`src/rtl/smf_pkg.sv`:
```
package smf_pkg;
  localparam int CH16_MIN   = 4;
  localparam int CTRL_EN    = 0;
  localparam int CTRL_W16   = 2;
  localparam int CMD_DATA16 = 6;

  localparam logic [1:0] SEL_LOW  = 2'd0;
  localparam logic [1:0] SEL_HIGH = 2'd1;
  localparam logic [1:0] SEL_CTRL = 2'd2;

  typedef enum logic [2:0] {
    PH_IDLE, PH_CLR, PH_ACK, PH_LOW, PH_HIGH, PH_CTRL, PH_DONE, PH_ERR
  } phase_t;

  function automatic logic [31:0] f_word(logic [31:0] a, logic ch16, logic enh);
    if (!ch16) return a;
    if (enh) return a >> 1;
    return (a & 32'h000C_0000) | ((a & 32'h0003_FFFF) >> 1);
  endfunction

  function automatic logic f_bad(logic [4:0] a_lo, logic ch16, logic enh);
    return ch16 && !enh && (a_lo != 5'd0);
  endfunction

  function automatic logic [15:0] f_low(logic [31:0] w);
    return w[19:4];
  endfunction

  function automatic logic [7:0] f_high(logic [31:0] w);
    return {w[23:20], w[3:0]};
  endfunction

  function automatic logic [7:0] f_ctrl(logic [7:0] cmd, logic ch16);
    logic [7:0] c;
    c = cmd;
    c[CTRL_EN] = 1'b1;
    if (ch16) c[CTRL_W16] = 1'b1;
    return c;
  endfunction
endpackage

```
`src/rtl/smf_calc.sv`:
```
module smf_calc import smf_pkg::*; #(
  parameter int ADDR_W = 24,
  parameter int CNT_W  = 16
) (
  input  logic [2:0]        chan,
  input  logic              enh,
  input  logic [ADDR_W-1:0] addr,
  input  logic [CNT_W-1:0]  count,
  input  logic [7:0]        cmd,
  output logic              ch16,
  output logic              bad,
  output logic              need_even,
  output logic [15:0]       low_val,
  output logic [7:0]        high_val,
  output logic [7:0]        ctrl_val,
  output logic [CNT_W:0]    cnt_val
);
  logic [31:0]    a32;
  logic [31:0]    word;
  logic [CNT_W:0] c_ext;

  assign a32       = 32'(addr);
  assign ch16      = (32'(chan) >= CH16_MIN);
  assign word      = f_word(a32, ch16, enh);
  assign bad       = f_bad(a32[4:0], ch16, enh);
  assign low_val   = f_low(word);
  assign high_val  = f_high(word);
  assign ctrl_val  = f_ctrl(cmd, ch16);
  assign need_even = ch16 || cmd[CMD_DATA16];
  assign c_ext     = {1'b0, count};
  assign cnt_val   = need_even ? c_ext + {{CNT_W{1'b0}}, c_ext[0]} : c_ext;
endmodule

```
`src/rtl/smf_seq.sv`:
```
module smf_seq import smf_pkg::*; (
  input  logic   clk,
  input  logic   rst_n,
  input  logic   start,
  input  logic   bad,
  input  logic   enh_lat,
  output phase_t phase,
  output logic   accept
);
  phase_t nxt;

  assign accept = (phase == PH_IDLE) && start && !bad;

  always_comb begin
    nxt = phase;
    case (phase)
      PH_IDLE: if (start) nxt = bad ? PH_ERR : PH_CLR;
      PH_CLR:  nxt = PH_ACK;
      PH_ACK:  nxt = PH_LOW;
      PH_LOW:  nxt = enh_lat ? PH_HIGH : PH_CTRL;
      PH_HIGH: nxt = PH_CTRL;
      PH_CTRL: nxt = PH_DONE;
      default: nxt = PH_IDLE;
    endcase
  end

  always_ff @(posedge clk or negedge rst_n) begin
    if (!rst_n) phase <= PH_IDLE;
    else        phase <= nxt;
  end
endmodule

```
`src/rtl/smf_top.sv`:
```
module smf_top import smf_pkg::*; #(
  parameter int ADDR_W = 24,
  parameter int CNT_W  = 16
) (
  input  logic              clk,
  input  logic              rst_n,
  input  logic              req_valid,
  input  logic [2:0]        req_chan,
  input  logic              req_enh,
  input  logic [ADDR_W-1:0] req_addr,
  input  logic [CNT_W-1:0]  req_count,
  input  logic [7:0]        req_cmd,
  output logic              busy,
  output logic              reg_wr,
  output logic              reg_rd,
  output logic [1:0]        reg_sel,
  output logic [15:0]       reg_wdata,
  output logic [CNT_W:0]    host_count,
  output logic              host_ch16,
  output logic              done,
  output logic              err
);
  logic           c_ch16, c_bad, c_even;
  logic [15:0]    c_low;
  logic [7:0]     c_high, c_ctrl;
  logic [CNT_W:0] c_cnt;
  logic           accept;
  phase_t         phase;

  logic [15:0] lat_low;
  logic [7:0]  lat_high, lat_ctrl;
  logic        lat_enh, lat_even;

  smf_calc #(.ADDR_W(ADDR_W), .CNT_W(CNT_W)) u_calc (
    .chan(req_chan), .enh(req_enh), .addr(req_addr), .count(req_count),
    .cmd(req_cmd), .ch16(c_ch16), .bad(c_bad), .need_even(c_even),
    .low_val(c_low), .high_val(c_high), .ctrl_val(c_ctrl), .cnt_val(c_cnt)
  );

  smf_seq u_seq (
    .clk(clk), .rst_n(rst_n), .start(req_valid), .bad(c_bad),
    .enh_lat(lat_enh), .phase(phase), .accept(accept)
  );

  always_ff @(posedge clk or negedge rst_n) begin
    if (!rst_n) begin
      lat_low    <= '0;
      lat_high   <= '0;
      lat_ctrl   <= '0;
      lat_enh    <= 1'b0;
      lat_even   <= 1'b0;
      host_count <= '0;
      host_ch16  <= 1'b0;
    end else if (accept) begin
      lat_low    <= c_low;
      lat_high   <= c_high;
      lat_ctrl   <= c_ctrl;
      lat_enh    <= req_enh;
      lat_even   <= c_even;
      host_count <= c_cnt;
      host_ch16  <= c_ch16;
    end
  end

  always_comb begin
    reg_wr    = 1'b0;
    reg_rd    = 1'b0;
    reg_sel   = SEL_CTRL;
    reg_wdata = 16'h0000;
    case (phase)
      PH_CLR:  reg_wr = 1'b1;
      PH_ACK:  reg_rd = 1'b1;
      PH_LOW:  begin reg_wr = 1'b1; reg_sel = SEL_LOW;  reg_wdata = lat_low; end
      PH_HIGH: begin reg_wr = 1'b1; reg_sel = SEL_HIGH; reg_wdata = {8'h00, lat_high}; end
      PH_CTRL: begin reg_wr = 1'b1; reg_wdata = {8'h00, lat_ctrl}; end
      default: ;
    endcase
  end

  assign busy = (phase != PH_IDLE);
  assign done = (phase == PH_DONE);
  assign err  = (phase == PH_ERR);
endmodule

```
`config.mk`:
```
export PLATFORM = sky130hd
export DESIGN_NAME = smf_top
export DESIGN_NICKNAME = d
export VERILOG_FILES = /design/src/rtl/smf_pkg.sv /design/src/rtl/smf_calc.sv /design/src/rtl/smf_seq.sv /design/src/rtl/smf_top.sv
export SDC_FILE = /design/constraint.sdc
export NUM_CORES = 1
export LEC_CHECK = 0
export ABC_AREA = 1
export BUFFER_PORTS_ARGS = -buffer_cell sky130_fd_sc_hd__buf_2
export CORE_UTILIZATION = 40
export CTS_CLUSTER_SIZE = 10
export DETAILED_ROUTE_END_ITERATION = 16
export PLACE_DENSITY = 0.68
export SYNTH_ARGS = -nofsm -noshare
export SYNTH_HDL_FRONTEND = slang
export SYNTH_SLANG_ARGS = --single-unit
export TNS_END_PERCENT = 20
```
`constraint.sdc`:
```
create_clock -name clk -period 1.9 [get_ports clk]
set_clock_uncertainty 0.2 [all_clocks]
set_input_delay 0.38 -clock clk [delete_from_list [all_inputs] [get_ports clk]]
set_output_delay 0.38 -clock clk [all_outputs]
set_load 0.05 [all_outputs]
```
==> impl_metrics.xml <==
<?xml version="1.0" encoding="UTF-8"?>
<metrics>
  <group name="global_route">
    <metric name="grt_start_max_net_pins" unit="">62</metric>
    <metric name="number_of_antenna_violations_at_the_first_check_in_global_routing" unit="">0</metric>
    <metric name="grt_overflow" unit="">0</metric>
    <metric name="grt_util_all_layers" unit="%">20.6</metric>
    <metric name="grt_pass1_wl" unit="mm">12.7</metric>
    <metric name="grt_pass1_vias" unit="">2893</metric>
  </group>
  <group name="sta">
    <metric name="final_min_period_over_clock_period" unit="%">111</metric>
    <metric name="finalWorstSetupSlack" unit="ns">-0.200</metric>
    <metric name="rsz0062_at_grt" unit="">yes</metric>
    <metric name="count_of_pins_over_their_slew_limit" unit="">0</metric>
    <metric name="setup_viol_count_final" unit="">19</metric>
    <metric name="slew_headroom" unit="%">71.3</metric>
    <metric name="max_slew.worst_pin.slew" unit="ns">0.431</metric>
    <metric name="final_period_minus_worst_setup_slack" unit="ns">2.10</metric>
    <metric name="finalHoldViolCount" unit="">0</metric>
    <metric name="final.hold.worst_slack" unit="ns">0.0700</metric>
    <metric name="fmax_achieved" unit="GHz">0.476</metric>
  </group>
  <group name="cells_and_area">
    <metric name="layout.area.seq" unit="um2">1350</metric>
    <metric name="fill_cells" unit="">734</metric>
    <metric name="nets" unit="">603</metric>
    <metric name="fin_util" unit="%">55.5</metric>
    <metric name="final_area" unit="um2">4050</metric>
    <metric name="antennaDiodeCount" unit="">0</metric>
    <metric name="drive_gt1_share" unit="%">26.3</metric>
    <metric name="syn2layout_area_growth" unit="%">32.9</metric>
    <metric name="area_of_combinational_cells_with_multiple_inputs" unit="um2">1480</metric>
  </group>
  <group name="clock_network">
    <metric name="clock-root-buffer" unit="">sky130_fd_sc_hd__clkbuf_8</metric>
    <metric name="cts_inserted_buffers" unit="">5</metric>
    <metric name="clk-insertion-delay-late" unit="ns">0.30</metric>
    <metric name="cts.sinks" unit="">54</metric>
    <metric name="worst_setup_hold_path_clk_slew" unit="ns">0.09</metric>
    <metric name="ctsHtreeMaxLevel" unit="">2</metric>
    <metric name="cts-root-to-sink-buffers" unit="">2</metric>
    <metric name="cts_tree" unit="">built</metric>
  </group>
  <group name="outcome">
    <metric name="run_status" unit="">complete, but fails checks</metric>
    <metric name="failing_checks" unit="">setup timing</metric>
  </group>
  <group name="worst_setup_path">
    <metric name="cpPeakStageDelay" unit="ns">0.45</metric>
    <metric name="arrival" unit="ns">1.52</metric>
    <metric name="critical_path_peak_fanout" unit="">8</metric>
    <metric name="worstSetupPathType" unit="">register to output pin</metric>
    <metric name="start_kind" unit="">register</metric>
    <metric name="crit_required" unit="ns">1.32</metric>
    <metric name="timing.critical_path.mode_cell" unit="">sky130_fd_sc_hd__nand2_2</metric>
    <metric name="timing.critical_path.cells" unit="">inv_2 -&gt; nand2_2 -&gt; nor2_2 -&gt; buf_6 -&gt; nand2_2 -&gt; o211ai_1 -&gt; buf_4</metric>
    <metric name="timing.critical_path.to_type" unit="">output pin</metric>
    <metric name="slowest_cell_on_the_critical_path" unit="">sky130_fd_sc_hd__dfrtp_2</metric>
  </group>
  <group name="route">
    <metric name="vias" unit="">3108</metric>
    <metric name="antenna_violating_nets_post_route" unit="">0</metric>
    <metric name="drcViolationCount" unit="">0</metric>
    <metric name="wire_per_inst" unit="um">12.1</metric>
    <metric name="drt_iter0_drc" unit="">137</metric>
    <metric name="dr.pass1.iters" unit="">4</metric>
    <metric name="via_per_inst" unit="">4.81</metric>
    <metric name="drt-total-wl" unit="mm">7.82</metric>
  </group>
  <group name="floorplan">
    <metric name="chipHeight" unit="um">89.3</metric>
    <metric name="die_w" unit="um">89.3</metric>
    <metric name="core_area" unit="um2">7290</metric>
    <metric name="start_util" unit="%">41.8</metric>
    <metric name="core.rowCount" unit="">31</metric>
    <metric name="fp.dieArea" unit="um2">7970</metric>
    <metric name="pin_count" unit="">96</metric>
  </group>
  <group name="hold_path">
    <metric name="hp-class" unit="">primary input to register</metric>
  </group>
  <group name="placed_design">
    <metric name="rd_place_congestion" unit="">0.863</metric>
    <metric name="port_buffers" unit="">92</metric>
    <metric name="post-dp-hpwl" unit="mm">5.85</metric>
    <metric name="placed_cell_area" unit="um2">3710</metric>
  </group>
  <group name="pwr">
    <metric name="leakagePower" unit="nW">2.18</metric>
    <metric name="irDropWorstVdd" unit="mV">0.687</metric>
    <metric name="p_per_area" unit="nW/um2">1520</metric>
  </group>
  <group name="job">
    <metric name="drv.max_cap_violation_count" unit="">0</metric>
  </group>
  <group name="yosys">
    <metric name="synth_largest_area_cell" unit="">sky130_fd_sc_hd__dfrtp_1</metric>
    <metric name="syn-mean-instance-area" unit="um2">6.87</metric>
    <metric name="synth_top_area_share" unit="%">44.4</metric>
    <metric name="mappedNetlistArea" unit="um2">3050</metric>
    <metric name="synth-warning-count" unit="">0</metric>
    <metric name="number_of_flip_flops_and_latches_in_the_synthesized_netlist" unit="">54</metric>
    <metric name="yosys-top-cells-area" unit="">sky130_fd_sc_hd__dfrtp_1, sky130_fd_sc_hd__nand2_1, sky130_fd_sc_hd__inv_1</metric>
    <metric name="synth_sequential_area_ratio" unit="%">44.4</metric>
    <metric name="synth_cell_types" unit="">26</metric>
    <metric name="post_synth_inst_count" unit="">443</metric>
    <metric name="mapped_nets" unit="">499</metric>
  </group>
</metrics>
-- metrics by stage --
step	cells	setup TNS [ns]	setup WS [ns]	power, W
after global routing	646	-4.79	-0.294	0.00657
final	646	-3.34	-0.200	0.00617
after floorplan	443	-2.92	-0.258	0.00419
after global placement	633	0	0.0413	0.00497
after detailed placement	633	0	0.0131	0.00502
after CTS	644	-3.58	-0.221	0.00609
-- path summary, 6_finish.rpt --
| kind | startpoint | end | slack, ns | cells past startpoint |
|---|---|---|---|---|
| min in group asynchronous | rst_n | lat_low[0] | 0.34 | 2 |
| min | req_cmd[1] | lat_ctrl[1] | 0.07 | 3 |
| max in group asynchronous | rst_n | u_seq.phase[1] | 0.57 | 3 |
| max reg2reg | u_seq.phase[1] | host_count[12] | 0.12 | 9 |
| max | u_seq.phase[1] | reg_wdata[4] | -0.20 | 7 |
| min reg2reg | lat_enh | u_seq.phase[0] | 0.25 | 1 |
-- area by class of cell --
type / instances / share of cell area [%]
Tap cell: 99 / 3.06
Multi-Input combinational cell: 323 / 36.6
Clock buffer: 6 / 2.04
Sequential cell: 54 / 33.4
Clock inverter: 1 / 0.742
Inverter: 50 / 4.73
Timing Repair Buffer: 113 / 19.4
-- synth_stat cells --
cell type / n
sky130_fd_sc_hd__nor2_2: 1
sky130_fd_sc_hd__nand3_1: 28
sky130_fd_sc_hd__a21oi_4: 1
sky130_fd_sc_hd__a21oi_1: 5
sky130_fd_sc_hd__nand4_1: 3
sky130_fd_sc_hd__o21bai_1: 4
sky130_fd_sc_hd__buf_2: 6
sky130_fd_sc_hd__dfrtp_1: 54
sky130_fd_sc_hd__nor2_1: 35
sky130_fd_sc_hd__inv_2: 1
sky130_fd_sc_hd__o211ai_1: 4
sky130_fd_sc_hd__xor2_1: 1
sky130_fd_sc_hd__buf_4: 6
sky130_fd_sc_hd__nand2_1: 192
sky130_fd_sc_hd__o21ai_1: 8
sky130_fd_sc_hd__clkbuf_1: 5
sky130_fd_sc_hd__ha_1: 1
sky130_fd_sc_hd__xnor2_1: 2
sky130_fd_sc_hd__o22ai_1: 2
sky130_fd_sc_hd__or2_2: 2
sky130_fd_sc_hd__o21ai_0: 26
sky130_fd_sc_hd__nand2_2: 1
sky130_fd_sc_hd__o221ai_1: 4
sky130_fd_sc_hd__inv_1: 49
sky130_fd_sc_hd__o21a_1: 1
sky130_fd_sc_hd__nor2_4: 1
-- power by group --
group          total [W]  switching, W  internal (W)
Clock           0.000773      0.000351      0.000422
Sequential       0.00192      0.000253       0.00167
Combinational    0.00347       0.00237       0.00111
-- cells by family (layout without fill, tap and decap cells) --
family,Yosys count,count (layout),synth area share (%)
AND/OR/NAND/NOR,263,264,34.4
buffers and inverters,67,170,9.24
AO/OA/AOI/OAI,55,55,10.7
flip-flops,54,54,44.4
XOR/XNOR,3,3,0.863
adder cells (fa/ha/maj),1,1,0.411
-- registers in the layout, summed over array words and instances (netlist names) --
register and flops:
host_count 17, host_ch16 1, u_seq.phase 3, lat_ctrl 8, lat_low 16, lat_enh 1, lat_high 8
-- worst max-delay path: cells and delay by family (launching register included) --
| family | cells | cell delay, ns |
|---|---|---|
| buf+inv | 3 | 0.46 |
| simple gates | 3 | 0.21 |
| flops | 1 | 0.45 |
| compound gates | 1 | 0.10 |
-- metal layers --
| metal | GRT usage [%] | up-vias | part of all wire, % |
|---|---|---|---|
| li1 | - | 1586 | - |
| met1 | 24.9 | 1423 | 45 |
| met2 | 36.8 | 89 | 48 |
| met3 | 4.89 | 10 | 6.2 |
| met4 | 5.19 | 0 | 1.1 |
| met5 | 0 | - | 0 |
-- cells in the final DEF, fill, tap and decap left out, types with 4 or more instances in the layout --
| cell type | count |
|---|---|
| sky130_fd_sc_hd__nor2_1 | 31 |
| sky130_fd_sc_hd__o21ai_0 | 26 |
| sky130_fd_sc_hd__nand3_1 | 27 |
| sky130_fd_sc_hd__buf_6 | 13 |
| sky130_fd_sc_hd__nand2_1 | 186 |
| sky130_fd_sc_hd__dfrtp_1 | 52 |
| sky130_fd_sc_hd__a21oi_1 | 5 |
| sky130_fd_sc_hd__buf_4 | 23 |
| sky130_fd_sc_hd__nand2_2 | 6 |
| sky130_fd_sc_hd__o21bai_1 | 4 |
| sky130_fd_sc_hd__buf_2 | 70 |
| sky130_fd_sc_hd__inv_1 | 46 |
| sky130_fd_sc_hd__o211ai_1 | 4 |
| sky130_fd_sc_hd__o21ai_1 | 8 |
| sky130_fd_sc_hd__clkbuf_8 | 6 |
-- what timing repair did --
action | 4_1_cts | 5_1_grt
resized for setup | 45 | 12
hold buffers | 1 | 0
pin swaps | 5 | 3
setup endpoints to repair | 22 | 22
buffers inserted | 2 | 2
hold endpoints to repair | 15 | 0
gates cloned | 1 | 0
Note: power is estimated with default switching activity, not from simulation.
